**src/rtl/stk_fault_pkg.sv**
```systemverilog
package stk_fault_pkg;

   localparam int CLS_W = 2;

   typedef enum logic [CLS_W-1:0] {
      CLS_HWC = 2'd0,
      CLS_SWC = 2'd1,
      CLS_UNC = 2'd2,
      CLS_RSV = 2'd3
   } fault_cls_e;

   // Classes whose repeat on a set bit counts as a multiple fault.
   function automatic logic cls_counts_repeat(input logic [CLS_W-1:0] c);
      return (c == CLS_SWC) || (c == CLS_UNC);
   endfunction

endpackage

```
**src/rtl/stk_ecc_gate.sv**
```systemverilog
module stk_ecc_gate #(
   parameter int           N_ERR    = 19,
   parameter int           SUB_W    = 2,
   parameter logic [N_ERR-1:0] ECC_MASK = '0
) (
   input  logic             clk,
   input  logic             rst_n,
   input  logic [N_ERR-1:0] evt_vld,
   input  logic             txn_start,
   input  logic [SUB_W-1:0] sub_idx,
   output logic [N_ERR-1:0] evt_acc
);

   logic             hit_q;
   logic [SUB_W-1:0] hit_sub_q;
   logic             hit_eff;
   logic             allow;
   logic             ecc_any;

   // A new transaction forgets the previous one in the same cycle.
   assign hit_eff = hit_q && !txn_start;
   assign allow   = !hit_eff || (sub_idx == hit_sub_q);

   for (genvar i = 0; i < N_ERR; i++) begin : g_src
      if (ECC_MASK[i]) begin : g_ecc
         assign evt_acc[i] = evt_vld[i] && allow;
      end else begin : g_direct
         assign evt_acc[i] = evt_vld[i];
      end
   end

   assign ecc_any = |(evt_acc & ECC_MASK);

   always_ff @(posedge clk) begin
      if (!rst_n) begin
         hit_q     <= 1'b0;
         hit_sub_q <= '0;
      end else if (ecc_any && !hit_eff) begin
         hit_q     <= 1'b1;
         hit_sub_q <= sub_idx;
      end else if (txn_start) begin
         hit_q     <= 1'b0;
      end
   end

endmodule

```
**src/rtl/stk_sticky_cell.sv**
```systemverilog
module stk_sticky_cell (
   input  logic clk,
   input  logic rst_n,
   input  logic set_i,
   input  logic clr_i,
   output logic q_o
);

   always_ff @(posedge clk) begin
      if (!rst_n)     q_o <= 1'b0;
      else if (set_i) q_o <= 1'b1;
      else if (clr_i) q_o <= 1'b0;
   end

endmodule

```
**src/rtl/stk_multi_detect.sv**
```systemverilog
module stk_multi_detect
   import stk_fault_pkg::*;
#(
   parameter int N_ERR = 19
) (
   input  logic [N_ERR-1:0]       evt_acc,
   input  logic [N_ERR*CLS_W-1:0] evt_cls,
   input  logic [N_ERR-1:0]       err_q,
   output logic                   me_set
);

   logic [N_ERR-1:0] hard;

   for (genvar i = 0; i < N_ERR; i++) begin : g_cls
      assign hard[i] = cls_counts_repeat(evt_cls[i*CLS_W +: CLS_W]);
   end

   assign me_set = |(evt_acc & hard & err_q);

endmodule

```
**src/rtl/stk_fault_status.sv**
```systemverilog
module stk_fault_status
   import stk_fault_pkg::*;
#(
   parameter int REG_W    = 64,
   parameter int N_ERR    = 19,
   parameter int ERR_LO   = 33,
   parameter int PRIV_BIT = 52,
   parameter int ME_BIT   = 53,
   parameter int MSYN_LO  = 16,
   parameter int MSYN_W   = 4,
   parameter int ESYN_LO  = 0,
   parameter int ESYN_W   = 9,
   parameter int TXN_BYTES = 64,
   parameter int SUB_BYTES = 16,
   parameter int SUB_W    = 2,
   parameter logic [N_ERR-1:0] ECC_MASK  = 19'h00003,
   parameter logic [N_ERR-1:0] PIN_MASK  = 19'h60000,
   parameter logic [N_ERR-1:0] TRAP_MASK = 19'h7FFFF
) (
   input  logic                   clk,
   input  logic                   rst_n,
   input  logic [N_ERR-1:0]       evt_vld,
   input  logic [N_ERR*CLS_W-1:0] evt_cls,
   input  logic                   priv_in,
   input  logic                   txn_start,
   input  logic [SUB_W-1:0]       sub_idx,
   input  logic                   irq_en,
   input  logic                   wr_en,
   input  logic [REG_W-1:0]       wr_data,
   input  logic [MSYN_W-1:0]      msyn_in,
   input  logic [ESYN_W-1:0]      esyn_in,
   output logic [REG_W-1:0]       status_o,
   output logic                   trap_req_o,
   output logic                   err_pin_o
);

   localparam int N_SUB  = TXN_BYTES / SUB_BYTES;
   localparam int ERR_HI = ERR_LO + N_ERR - 1;

   // Elaboration checks on the parameter set.
   if (ERR_HI >= PRIV_BIT || PRIV_BIT >= ME_BIT || ME_BIT >= REG_W) begin : g_bad_layout
      $error("stk_fault_status: fault field, PRIV and ME bits overlap or exceed REG_W");
   end
   if ((1 << SUB_W) < N_SUB || N_SUB < 1) begin : g_bad_sub
      $error("stk_fault_status: SUB_W too narrow for TXN_BYTES/SUB_BYTES");
   end
   if (MSYN_LO + MSYN_W > ERR_LO || ESYN_LO + ESYN_W > MSYN_LO) begin : g_bad_syn
      $error("stk_fault_status: syndrome fields overlap");
   end

   logic [N_ERR-1:0] evt_acc;
   logic [N_ERR-1:0] err_q;
   logic [N_ERR-1:0] err_clr;
   logic             me_set;
   logic             me_q;
   logic             priv_q;
   logic             unused_ok;

   assign err_clr   = wr_en ? wr_data[ERR_LO +: N_ERR] : '0;
   assign unused_ok = ^wr_data;

   stk_ecc_gate #(
      .N_ERR    (N_ERR),
      .SUB_W    (SUB_W),
      .ECC_MASK (ECC_MASK)
   ) u_gate (
      .clk       (clk),
      .rst_n     (rst_n),
      .evt_vld   (evt_vld),
      .txn_start (txn_start),
      .sub_idx   (sub_idx),
      .evt_acc   (evt_acc)
   );

   for (genvar i = 0; i < N_ERR; i++) begin : g_bit
      stk_sticky_cell u_cell (
         .clk   (clk),
         .rst_n (rst_n),
         .set_i (evt_acc[i]),
         .clr_i (err_clr[i]),
         .q_o   (err_q[i])
      );
   end

   stk_multi_detect #(.N_ERR(N_ERR)) u_multi (
      .evt_acc (evt_acc),
      .evt_cls (evt_cls),
      .err_q   (err_q),
      .me_set  (me_set)
   );

   stk_sticky_cell u_me (
      .clk   (clk),
      .rst_n (rst_n),
      .set_i (me_set),
      .clr_i (wr_en && wr_data[ME_BIT]),
      .q_o   (me_q)
   );

   always_ff @(posedge clk) begin
      if (!rst_n)                          priv_q <= 1'b0;
      else if (|evt_acc)                   priv_q <= priv_in;
      else if (wr_en && wr_data[PRIV_BIT]) priv_q <= 1'b0;
   end

   always_comb begin
      status_o                      = '0;
      status_o[ERR_LO +: N_ERR]     = err_q;
      status_o[PRIV_BIT]            = priv_q;
      status_o[ME_BIT]              = me_q;
      status_o[MSYN_LO +: MSYN_W]   = msyn_in;
      status_o[ESYN_LO +: ESYN_W]   = esyn_in;
   end

   assign trap_req_o = irq_en && (|(err_q & TRAP_MASK));
   assign err_pin_o  = |(err_q & PIN_MASK);

endmodule

```
**config.mk**
```make
export PLATFORM = sky130hd
export DESIGN_NAME = stk_fault_status
export DESIGN_NICKNAME = d
export VERILOG_FILES = /design/src/rtl/stk_fault_pkg.sv /design/src/rtl/stk_ecc_gate.sv /design/src/rtl/stk_sticky_cell.sv /design/src/rtl/stk_multi_detect.sv /design/src/rtl/stk_fault_status.sv
export SDC_FILE = /design/constraint.sdc
export NUM_CORES = 1
export LEC_CHECK = 0
export BUFFER_PORTS_ARGS = -buffer_cell sky130_fd_sc_hd__buf_2
export CAP_MARGIN = 30
export CORE_MARGIN = 5
export CORE_UTILIZATION = 34
export CTS_CLUSTER_DIAMETER = 120
export DETAILED_ROUTE_END_ITERATION = 10
export PLACE_DENSITY = 0.82
export SLEW_MARGIN = 10
export SYNTH_ARGS = -nofsm -noshare
export SYNTH_HDL_FRONTEND = slang
export SYNTH_SLANG_ARGS = --single-unit
```
**constraint.sdc**
```tcl
create_clock -name clk -period 1.4 [get_ports clk]
set_clock_uncertainty 0.05 [all_clocks]
set_input_delay 0.14 -clock clk [delete_from_list [all_inputs] [get_ports clk]]
set_output_delay 0.14 -clock clk [all_outputs]
set_load 0.1 [all_outputs]
```
## After elaboration in Yosys (flattened, before gate mapping)

Cells that the tools add are included.

| word-level totals | value |
|---|---|
| bits in registers | 24 |
| output and inout bits | 66 |
| logic and storage cells | 165 |

| operators by class | value |
|---|---|
| equal/unequal tests | 39 |
| muxes and demuxes | 45 |
| bitwise operators | 2 |
| reductions and logical operators | 56 |

Operator list:

| operator | count |
|---|---|
| $reduce_or 19->1 | 3 |
| $mux 1 | 44 |
| $reduce_bool 2->1 | 22 |
| $and 19x19->19 | 2 |
| $eq 2x1->1 const B | 19 |
| $eq 2x2->1 const B | 19 |
| $logic_or 1x1->1 | 20 |
| $mux 19 | 1 |
| $logic_and 1x1->1 | 7 |
| $reduce_or 2->1 | 2 |
| $eq 2x2->1 | 1 |
| $logic_not 1->1 | 2 |

## Logic depth before layout (Yosys ltp)

Gate-level depths: netlist of the first run.

| logic depth | value |
|---|---|
| depth after elaboration | 9 |
| depth in mapped cells | 5 |
| mapped depth without buffers | 5 |

## By module

Synthesis of the first run repeated with hierarchy kept, for this count alone.

| second synthesis, totals | value |
|---|---|
| cells, all modules | 231 |
| area total of the unflattened synthesis | 2047.0 µm² |

By module, submodules not included:

| module | times used | cells each | area each (µm²) |
|---|---|---|---|
| stk_sticky_cell | 20 | 3 | 41.3 |
| stk_fault_status | 1 | 88 | 616.8 |
| stk_multi_detect | 1 | 47 | 309.0 |
| stk_ecc_gate | 1 | 36 | 295.3 |

## Worst setup path after synthesis of the first run

OpenSTA, ideal clock, no wires.

| timing | value |
|---|---|
| path type | flip-flop to output port |
| start | register g_bit[18].u_cell.q_o |
| end | output port trap_req_o |
| arrival time | 2450 ps |
| data required time | 1210 ps |
| slack | -1240 ps |
| cell stages (with the launch flop) | 4 |
| path buffers | 0 |
| cell sequence | dfxtp_1 -> or2_2 -> nor3_1 -> a31oi_1 |

| on the way | value |
|---|---|
| longest elaborated chain between the ends | 2 |

RTL lines:

| what | RTL line | RTL |
|---|---|---|
| from (decl) | stk_sticky_cell.sv:6 | `output logic q_o` |
| from (signal assigned) | stk_sticky_cell.sv:10 | `if (!rst_n) q_o <= 1'b0;` |
| from (signal assigned) | stk_sticky_cell.sv:11 | `else if (set_i) q_o <= 1'b1;` |
| from (signal assigned) | stk_sticky_cell.sv:12 | `else if (clr_i) q_o <= 1'b0;` |
| $reduce_or 19->1 | stk_fault_status.sv:115 | `assign trap_req_o = irq_en && (\|(err_q & TRAP_MASK));` |
| $logic_and 1x1->1 | stk_fault_status.sv:115 |  |
| to (decl) | stk_fault_status.sv:33 | `output logic trap_req_o,` |

No other way between the ends.

## Final worst setup path of the first run

| timing | value |
|---|---|
| start | register g_bit[10].u_cell.q_o |
| end | output port trap_req_o |

| on the way | value |
|---|---|
| longest elaborated chain between the ends | 2 |

RTL lines:

| what | RTL line |
|---|---|
| from (decl) | stk_sticky_cell.sv:6 |
| from (signal assigned) | stk_sticky_cell.sv:10 |
| from (signal assigned) | stk_sticky_cell.sv:11 |
| from (signal assigned) | stk_sticky_cell.sv:12 |
| $reduce_or 19->1 | stk_fault_status.sv:115 |
| $logic_and 1x1->1 | stk_fault_status.sv:115 |

No other way between the ends.

==> metrics.md, run 1 <==
| Metric | Value |
|---|---|
| Outcome | `finished, violations left` |
| Failing checks | `setup timing` |
| Most frequent cell on the critical path | `nor4_2` |
| Max-Cap Viols | `0` |
| Mapped Area | `1780 sq um` |
| Crit end category | `output port` |
| Yosys top cell area share | `0.270` |
| Crit Path Class | `register to output port` |
| Leading area contributor after synthesis | `dfxtp_1` |
| GRT Total Usage | `0.150` |
| Nets@finish | `468` |
| Sequential Area | `slightly below 500 sq um` |
| GRT met1 Usage | `0.176` |
| Synth area leaders | `dfxtp_1 27%, buf_4 27%, xor2_1 10%` |
| Met2 usage | `0.272` |
| Period utilisation layout | `1.25` |
| Die width | `82.3 um` |
| Power, Total | `2640 uW` |
| First-pass GRT wire length | `7690 um` |
| Top Usage Layer GRT | `met2` |
| Max Clock Freq | `about 570 MHz` |
| DP Wirelength | `4660 um` |
| Aggregate routed wire length | `roughly 5400 um` |
| Tmin final | `1.75 ns` |
| Remaining global-route overflow | `0` |
| TritonRoute pass-1 iters | `4` |
| # hold bufs at CTS | `0` |
| Reg2Reg Setup Slack | `around 0.1 ns` |
| # clock sinks | `24` |
| Pin count of the biggest net entering global routing | `15` |
| Layout cells sized above 1 | `0.474` |
| Area occupied by multi-input gates | `about 960 sq um` |
| Worst path cell trace | `nor4_2 > nand2_1 > nor4_2 > buf_4 > a31oi_4 > buf_12` |
| Post-synthesis sequential area ratio | `0.270` |
| Hold Path Class | `input port to register` |
| Initial antenna violation count | `0` |
| Synth Register Bits | `24` |
| Worst setup margin | `-0.345 ns` |
| Die Span Y | `82.3 um` |
| ANT nets after route | `0` |
| Clk slew on worst S/H paths | `about 0.090 ns` |
| Syn. warnings | `0` |
| RePlAce Congestion | `0.795` |
| Detailed-route wire length per cell | `approximately 14 um` |
| Unrepaired setup endpoints after global routing | `yes` |
| Vias in the first global route | `roughly 1,700` |
| Worst path slowest cell | `dfxtp_2` |
| Clock Latency Late Sink | `around 0.27 ns` |
| Vias | `1,743` |
| DRT iter0 DRCs | `44` |
| Hold Fails Final Rpt | `0` |
| Util after Layout | `0.480` |
| CTS Root Cell | `clkbuf_8` |
| Initial core utilization | `0.348` |
| GR Util met3 | `0.0315` |
| Leak | `0.00124 uW` |
| Row cnt | `26` |
| Filler cells | `521` |
| Average cell area after synthesis | `between 7 and 8 sq um` |
| # setup viols final | `1` |
| Post-Syn Instances | `~230` |
| Port Buffer Count | `108` |
| Dpl ws | `-0.162 ns` |
| Die area | `6780 sq um` |
| Critical Path RT | `1.21 ns` |
| CTS tree | `built` |
| Vias per std cell | `4.41` |
| Max Buffers Root-to-Sink | `2` |
| CP max stage delay | `0.34 ns` |
| IO Pins | `208` |
| Power Density | `1080 nW/um^2` |
| Htree depth | `1` |
| Max-slew violation count | `0` |
| # diodes | `0` |
| Core ar. | `5110 sq um` |
| Crit start category | `register` |
| Worst hold margin | `0.0569 ns` |
| Num CTS Buffers | `3` |
| Maximum vdd drop | `0.897 mV` |
| Crit path max fanout | `2` |
| Drt drc | `0` |
| Worst EP arrival | `1.56 ns` |
| Distinct cells, synth | `27` |
| Area Overhead vs Synth | `37.8%` |
==> metal layers <==
layer  up-vias  part of all wire
met5         -                 0
met4         0             0.027
met3        18             0.082
met2        80              0.52
met1       783              0.37
li1        862                 -
==> state kept, by name (all words and copies together), names as in the netlist <==
signal,flops
g_bit.u_cell.q_o,19
priv_q,1
u_gate.hit_q,1
u_gate.hit_sub_q,2
u_me.q_o,1
==> power by group <==
group	internal, uW	switching [uW]
Clock	382	233
Combinational	316	933
Sequential	735	38.9
Total	1430	1200
==> cell usage in the layout (no fill, tap or decap), types with 2 or more instances in the layout <==
cell type  Yosys  routed
a21boi_0       2       2
a21oi_1       17      17
a22oi_1        2       2
buf_12         0       6
buf_2          0      96
buf_4         64      27
clkbuf_4       0       5
clkbuf_8       0       3
conb_1         1      30
dfxtp_1       24      20
dfxtp_2        0       4
inv_1          2       2
mux2i_1        3       3
nand2_1       20      20
nand3_1       16      16
nand4_1        7       7
nor2_1        13      13
nor2b_1       12      11
nor4_2         3       6
xor2_1        21      21
==> path summary, 6_finish.rpt <==
| check | depth (start not counted) | startpoint | endpoint |
|---|---|---|---|
| worst min-delay path | 3 | priv_in | priv_q |
| worst min register to register | 2 | u_gate.hit_sub_q[1] | u_gate.hit_sub_q[1] |
| worst max-delay path | 6 | g_bit[10].u_cell.q_o | trap_req_o |
| worst max register to register | 5 | u_gate.hit_sub_q[0] | priv_q |
==> cell families (layout without fill, tap and decap cells) <==
| family | after synthesis | in the layout | synth area share |
|---|---|---|---|
| AO/OA/AOI/OAI | 27 | 27 | 0.0921 |
| XOR/XNOR | 21 | 21 | 0.103 |
| AND/OR/NAND/NOR | 80 | 80 | 0.233 |
| buffers and inverters | 70 | 140 | 0.283 |
| multiplexers | 3 | 3 | 0.0169 |
| other | 1 | 30 | 0.00211 |
| flip-flops | 24 | 24 | 0.270 |
==> cell type report <==
cell class,instances,share of cell area
Clock buffer,3,0.0168
Clock inverter,1,0.0123
Inverter,2,0.00306
Multi-Input combinational cell,161,0.391
Sequential cell,24,0.198
Tap cell,70,0.0357
Timing Repair Buffer,134,0.343
==> critical path, delay by kind of cell (launching register included) <==
| family | cells | cell delay (ns) |
|---|---|---|
| buffers and inverters | 2 | 0.36 |
| flip-flops | 1 | 0.34 |
| AO/OA/AOI/OAI | 1 | 0.08 |
| AND/OR/NAND/NOR | 3 | 0.51 |
==> stage by stage <==
stage | setup TNS (ns) | instance area, sq um | instances
floorplan | -0.119 | 1930 | 255
global placement | -0.229 | 2330 | 391
detailed placement | -0.232 | 2330 | 391
CTS | -0.362 | 2420 | 395
global route | -0.462 | 2450 | 395
finish | -0.345 | 2450 | 395
==> Yosys cell counts <==
| master | count |
|---|---|
| a211oi_2 | 1 |
| a31oi_1 | 1 |
| clkbuf_1 | 4 |
| mux2i_1 | 3 |
| or2_2 | 1 |
| nor2b_1 | 12 |
| nand3_1 | 16 |
| o21a_1 | 1 |
| a21boi_0 | 2 |
| a311oi_1 | 1 |
| or2_1 | 1 |
| dfxtp_1 | 24 |
| nor2_1 | 13 |
| xor2_1 | 21 |
| conb_1 | 1 |
| o21ai_1 | 1 |
| nand4_1 | 7 |
| buf_4 | 64 |
| nor4_2 | 3 |
| or3_1 | 1 |
| nor4_1 | 4 |
| a41oi_1 | 1 |
| inv_1 | 2 |
| nand2_1 | 20 |
| nor3_1 | 2 |
| a21oi_1 | 17 |
| a22oi_1 | 2 |
==> repair_timing <==
item | 4_1_cts | 5_1_grt
setup buffers | 0 | 0
endpoints found under the setup margin | 1 | 5
cloned | 0 | 0
resized for setup | 6 | 10
pin swaps | 0 | 1
(Power assumes the default switching activity.)
==> inputs of run 2 (changes only) <==
--- a/config.mk
+++ b/config.mk
@@ -5,13 +5,14 @@
 export SDC_FILE = /design/constraint.sdc
 export NUM_CORES = 1
 export LEC_CHECK = 0
+export ABC_AREA = 1
 export BUFFER_PORTS_ARGS = -buffer_cell sky130_fd_sc_hd__buf_2
 export CAP_MARGIN = 30
 export CORE_MARGIN = 5
-export CORE_UTILIZATION = 34
+export CORE_UTILIZATION = 35
 export CTS_CLUSTER_DIAMETER = 120
 export DETAILED_ROUTE_END_ITERATION = 10
-export PLACE_DENSITY = 0.82
+export PLACE_DENSITY = 0.81
 export SLEW_MARGIN = 10
 export SYNTH_ARGS = -nofsm -noshare
 export SYNTH_HDL_FRONTEND = slang
==> metrics.md, run 2 <==
| Metric | Value |
|---|---|
| Outcome | `finished, violations left` |
| Failing checks | `setup timing` |
| Sw power | `1220 uW` |
| Largest registers | `g_bit.u_cell.q_o (19), u_gate.hit_sub_q (2)` |
| IO Pins | `208` |
| Most frequent cells in the layout | `98 x buf_2, 90 x nand2_1, 38 x inv_1` |
| Htree depth | `1` |
| # clock sinks | `24` |
| Worst hold endpoint | `g_bit[10].u_cell.q_o` |
| GRT Total Usage | `0.148` |
| Area occupied by multi-input gates | `985 sq um` |
| Worst EP arrival | `1.53 ns` |
| Setup TNS | `-0.321 ns` |
| Switching Share | `0.459` |
| Num CTS Buffers | `3` |
| CTS tree | `built` |
| Max Clock Freq | `581 MHz` |
| Number of flops mapped to enable cells by yosys | `0` |
| Port Buffer Count | `108` |
| Aggregate routed wire length | `5580 um` |
| Kind of cell with the highest combined delay on the critical path | `simple AND/OR/NAND/NOR gates` |
| Row cnt | `27` |
| Drt drc | `0` |
| Worst path cell trace | `nor4_2 > nand3_1 > o21ai_2 > bufinv_8 > buf_12` |
| Die area | `7200 sq um` |
| Comb pwr share | `0.486` |
| Largest Register | `g_bit.u_cell.q_o` |
| Die Span Y | `84.9 um` |
| Unrepaired setup endpoints after global routing | `yes` |
| Period utilisation layout | `1.23` |
| Filler cells | `around 570` |
| Nets@finish | `560` |
| Initial core utilization | `0.358` |
| RePlAce Congestion | `about 0.78` |
| Crit start category | `register` |
| Yosys top cell area share | `0.245` |
| Number of flip-flops in the largest register | `19` |
| Maximum vdd drop | `roughly 0.85 mV` |
| First-pass GRT wire length | `between 8000 and 9000 um` |
| Hold Fails Final Rpt | `0` |
| Vias | `2,098` |
| Crit Path Class | `register to output port` |
| Dpl ws | `-0.215 ns` |
| Worst setup margin | `-0.321 ns` |
| Flop pwr share | `0.288` |
| Layout cells sized above 1 | `0.367` |
| Hold depth | `3` |
| Clk slew on worst S/H paths | `about 0.08 ns` |
| Hold path start | `evt_vld[10]` |
| Leak | `0.00151 uW` |
| FF-to-FF End | `u_me.q_o` |
| Core ar. | `5470 sq um` |
| ANT nets after route | `0` |
| Worst path slowest cell | `dfxtp_2` |
| # setup viols final | `1` |
| Syn. warnings | `0` |
| Crit end category | `output port` |
| Clock Latency Late Sink | `0.26 ns` |
| Detailed-route wire length per cell | `11.4 um` |
| Area Overhead vs Synth | `32.5%` |
| CP Buf/Inv Count | `2` |
| Commonest non-fill, non-tap cell in the layout | `buf_2` |
| Async set or reset register ratio after synthesis | `0` |
| DRT iter0 DRCs | `57` |
| Max-slew violation count | `0` |
| Top post-synthesis cells by count | `92 x nand2_1, 64 x buf_4, 39 x inv_1` |
| DP Wirelength | `between 4000 and 5000 um` |
| Internal power | `about 1400 uW` |
| Power Density | `roughly 1000 nW/um^2` |
| Vias in the first global route | `2,047` |
| Post-synthesis sequential area ratio | `0.245` |
| Reg2Reg Depth | `9` |
| Post-Syn Instances | `between 300 and 400` |
| Crit path max fanout | `2` |
| Tmin final | `1.72 ns` |
| Pin count of the biggest net entering global routing | `21` |
| # diodes | `0` |
| Leading area contributor after synthesis | `dfxtp_1` |
| Reg2Reg Setup Slack | `0.13 ns` |
| Distinct cells, synth | `21` |
| Clk pwr share | `0.226` |
| Die width | `84.9 um` |
| Ys flop type | `dfxtp_1` |
| Hold Path Class | `input port to register` |
| Vias per std cell | `around 4.3` |
| Synth Register Bits | `24` |
| Mapped Area | `1960 sq um` |
| Critical Path RT | `1.21 ns` |
| Synth area leaders | `dfxtp_1 24%, buf_4 24%, nand2_1 18%` |
| Remaining global-route overflow | `0` |
| Initial antenna violation count | `0` |
| Max-Cap Viols | `0` |
| Most common cell in the netlist | `nand2_1` |
| TritonRoute pass-1 iters | `4` |
| CTS Root Cell | `clkbuf_8` |
| CP max stage delay | `0.34 ns` |
| Max Buffers Root-to-Sink | `2` |
| Reg-to-Reg Start | `g_bit[12].u_cell.q_o` |
| Average cell area after synthesis | `6.09 sq um` |
| Sequential Area | `483 sq um` |
[run 2: cell types whose count changed after synthesis, sizes merged, moves of 5 or more]
cell,change
a21oi,+5
nand3,-6
nor2b,-12
nand2,+76
xor2,-20
o21ai,+5
nor2,+20
inv,+37
[run 2: cell families after synthesis]
| family | share of synthesized area |
|---|---|
| XOR/XNOR | 0.00447 |
| AND/OR/NAND/NOR | 0.344 |
| flip-flops | 0.245 |
| AO/OA/AOI/OAI | 0.0772 |
| other | 0.00191 |
| buffers and inverters | 0.328 |
[run 2: per-layer routing]
metal  global-route usage  vias up  share of wire
met1                0.174      921           0.39
met2                0.278       82           0.52
met3               0.0408        4          0.086
met4               0.0115        0         0.0066
met5                    0        -              0
li1                     -     1091              -
[run 2: final cells by class]
class / instances / share of cell area
clock buffer: 3 / 0.0159
multi-input combinational: 220 / 0.379
clock inverter: 1 / 0.0116
sequential: 24 / 0.186
inverter: 39 / 0.0616
tap: 72 / 0.0347
timing repair buffer: 130 / 0.312
[run 2: stage by stage]
stage	power [uW]	util	cells	instance area (sq um)	hold WS (ns)
floorplan	2000	-	351	2090	0.207
global placement	2040	0.451	485	2470	0.231
detailed placement	2050	0.451	485	2470	0.231
CTS	2680	0.469	489	2570	0.0577
global route	2800	0.475	489	2600	0.0607
finish	2670	0.475	489	2600	0.0674
[run 2: worst max-delay path by stage]
stage / start / end / slack (ns) / cells past startpoint
floorplan: g_bit[17].u_cell.q_o / trap_req_o / -0.03 / 5
global placement: g_bit[0].u_cell.q_o / trap_req_o / -0.19 / 5
detailed placement: g_bit[17].u_cell.q_o / trap_req_o / -0.21 / 6
CTS: g_bit[17].u_cell.q_o / trap_req_o / -0.38 / 6
global route: g_bit[17].u_cell.q_o / trap_req_o / -0.41 / 6
finish: g_bit[12].u_cell.q_o / trap_req_o / -0.32 / 5
[run 2: power groups by stage]
stage | sequential [uW] | clock (uW) | combinational (uW)
floorplan | 786 | 0 | 1220
global placement | 778 | 0 | 1260
detailed placement | 779 | 0 | 1270
CTS | 767 | 627 | 1290
global route | 775 | 651 | 1380
finish | 768 | 603 | 1290
[run 2: what timing repair did]
action	in CTS	in global routing
hold buffers	0	0
hold endpoints to repair	0	0
resized for setup	8	11
endpoints found under the setup margin	1	4
setup buffers	0	0
cloned	0	0
pin swaps	1	5
[run 2: tightest hold or removal path: cells and delay by family]
kind / cells / cell delay, ns
and+or+nand+nor: 1 / 0.07
buffers and inverters: 1 / 0.10
AOI/OAI and AO/OA: 1 / 0.04
==> inputs of run 3 (changes only) <==
--- a/config.mk
+++ b/config.mk
@@ -13,6 +13,7 @@
 export CTS_CLUSTER_DIAMETER = 120
 export DETAILED_ROUTE_END_ITERATION = 10
 export PLACE_DENSITY = 0.81
+export RECOVER_POWER = 50
 export SLEW_MARGIN = 10
 export SYNTH_ARGS = -nofsm -noshare
 export SYNTH_HDL_FRONTEND = slang
==> metrics.md, run 3 (same netlist as run 2, synthesis figures left out) <==
| Metric | Value |
|---|---|
| Outcome | `finished, violations left` |
| Failing checks | `setup timing` |
| Tmin final | `1.73 ns` |
| Reg-to-Reg Start | `g_bit[12].u_cell.q_o` |
| DP Wirelength | `4910 um` |
| Power Density | `between 1000 and 1500 nW/um^2` |
| Core ar. | `5470 sq um` |
| Initial antenna violation count | `0` |
| GRT Total Usage | `0.148` |
| Dpl cells | `485` |
| Crit end category | `output port` |
| Final cell count without fillers | `489` |
| CTS tree | `built` |
| Commonest non-fill, non-tap cell in the layout | `buf_2` |
| Pin count of the biggest net entering global routing | `21` |
| ANT nets after route | `0` |
| Filler cells | `592` |
| Largest Register | `g_bit.u_cell.q_o` |
| # diodes | `0` |
| First-pass GRT wire length | `8940 um` |
| Aggregate routed wire length | `between 5000 and 6000 um` |
| TritonRoute pass-1 iters | `4` |
| Row cnt | `27` |
| Num CTS Buffers | `3` |
| Max-slew violation count | `0` |
| Crit path max fanout | `2` |
| Crit start category | `register` |
| Largest registers | `g_bit.u_cell.q_o (19), u_gate.hit_sub_q (2)` |
| Routed length on met2 | `2920 um` |
| Met3 Wirelength | `473 um` |
| Post-CTS Setup Bufs | `0` |
| Max-Cap Viols | `0` |
| Initial core utilization | `0.358` |
| Critical Path RT | `1.21 ns` |
| CTS Root Cell | `clkbuf_8` |
| Port Buffer Count | `108` |
| Vias | `2,098` |
| FF-to-FF End | `u_me.q_o` |
| DRT iter0 DRCs | `54` |
| Leak | `around 0.0015 uW` |
| Detailed-route wire length per cell | `11.4 um` |
| Hold Fails Final Rpt | `0` |
| # clock sinks | `24` |
| Crit Path Class | `register to output port` |
| Worst setup margin | `-0.326 ns` |
| Max Buffers Root-to-Sink | `2` |
| Nets@finish | `560` |
| Vias per std cell | `4.29` |
| Remaining global-route overflow | `0` |
| # hold bufs at CTS | `0` |
| Vias in the first global route | `2,047` |
| Hold Path Class | `input port to register` |
| # setup viols final | `3` |
| Die Span Y | `84.9 um` |
| Clk slew on worst S/H paths | `0.09 ns` |
| Period utilisation layout | `1.23` |
| Reg2Reg Setup Slack | `0.13 ns` |
| RePlAce Congestion | `roughly 0.8` |
| Number of flip-flops in the largest register | `19` |
| Util after Layout | `0.466` |
| Layout cells sized above 1 | `0.333` |
| Htree depth | `1` |
| Maximum vdd drop | `0.845 mV` |
| Die area | `7200 sq um` |
| Worst hold endpoint | `g_bit[14].u_cell.q_o` |
| Area Overhead vs Synth | `29.9%` |
| Most frequent cells in the layout | `98 x buf_2, 90 x nand2_1, 38 x inv_1` |
| Unrepaired setup endpoints after global routing | `yes` |
| IO Pins | `208` |
| Hold path start | `evt_vld[14]` |
| Max Clock Freq | `slightly below 600 MHz` |
| Dpl ws | `-0.215 ns` |
| Uppermost layer routed | `met4` |
| M1 wire length | `about 2100 um` |
| Die width | `84.9 um` |
| Hold depth | `3` |
| Drt drc | `0` |
| Clock Latency Late Sink | `approximately 0.26 ns` |
| Reg2Reg Depth | `9` |
| Worst EP arrival | `1.54 ns` |
-- run 3: cell type report --
| type | count | area [sq um] | share of cell area |
|---|---|---|---|
| multi-input combinational | 220 | 985 | 0.386 |
| clock inverter | 1 | 30.0 | 0.0118 |
| sequential | 24 | 482 | 0.189 |
| clock buffer | 3 | 41.3 | 0.0162 |
| inverter | 39 | 160 | 0.0628 |
| timing repair buffer | 130 | 761 | 0.298 |
| tap | 72 | 90.1 | 0.0353 |
-- run 3: where the power goes --
part	internal [uW]	total [uW]	switching (uW)	leakage, uW
logic	302	1270	971	0.00123
registers	736	767	31.3	0.000201
clock network	382	603	221	0.0000357
total	1420	2640	1220	0.00146
-- run 3: per-stage QoR --
step	hold WS (ns)	power [uW]	area [sq um]	setup TNS, ns
finish	0.0684	2640	2550	-0.348
global placement	0.231	2040	2470	-0.190
detailed placement	0.231	2050	2470	-0.215
floorplan	0.207	2000	2090	-0.0348
CTS	0.0577	2680	2570	-0.380
global route	0.0607	2780	2550	-0.817
-- run 3: repair_timing --
item                       CTS  global route
cloned                       0             0
setup endpoints to repair    1             4
resized for setup            8            11
pin swaps                    1             5
-- run 3: worst max-delay path by stage --
| stage | startpoint | end | slack [ns] |
|---|---|---|---|
| 3_3_place_gp | g_bit[0].u_cell.q_o | trap_req_o | -0.19 |
| 4_1_cts | g_bit[17].u_cell.q_o | trap_req_o | -0.38 |
| 2_1_floorplan | g_bit[17].u_cell.q_o | trap_req_o | -0.03 |
| 5_1_grt | g_bit[17].u_cell.q_o | trap_req_o | -0.41 |
| 3_5_place_dp | g_bit[17].u_cell.q_o | trap_req_o | -0.21 |
| 6_report | g_bit[12].u_cell.q_o | trap_req_o | -0.33 |
-- run 3: routing by layer --
| layer | up-vias | GRT usage |
|---|---|---|
| met5 | - | 0 |
| met4 | 0 | 0.0115 |
| met3 | 4 | 0.0408 |
| met2 | 78 | 0.278 |
| met1 | 924 | 0.174 |
| li1 | 1092 | - |
-- run 3: worst max-delay path: stages, from the launching register on --
cell and delay (ns):
dfxtp_1 0.34, nor4_2 0.29, nand3_1 0.15, o21ai_2 0.16
bufinv_8 0.19, buf_12 0.15
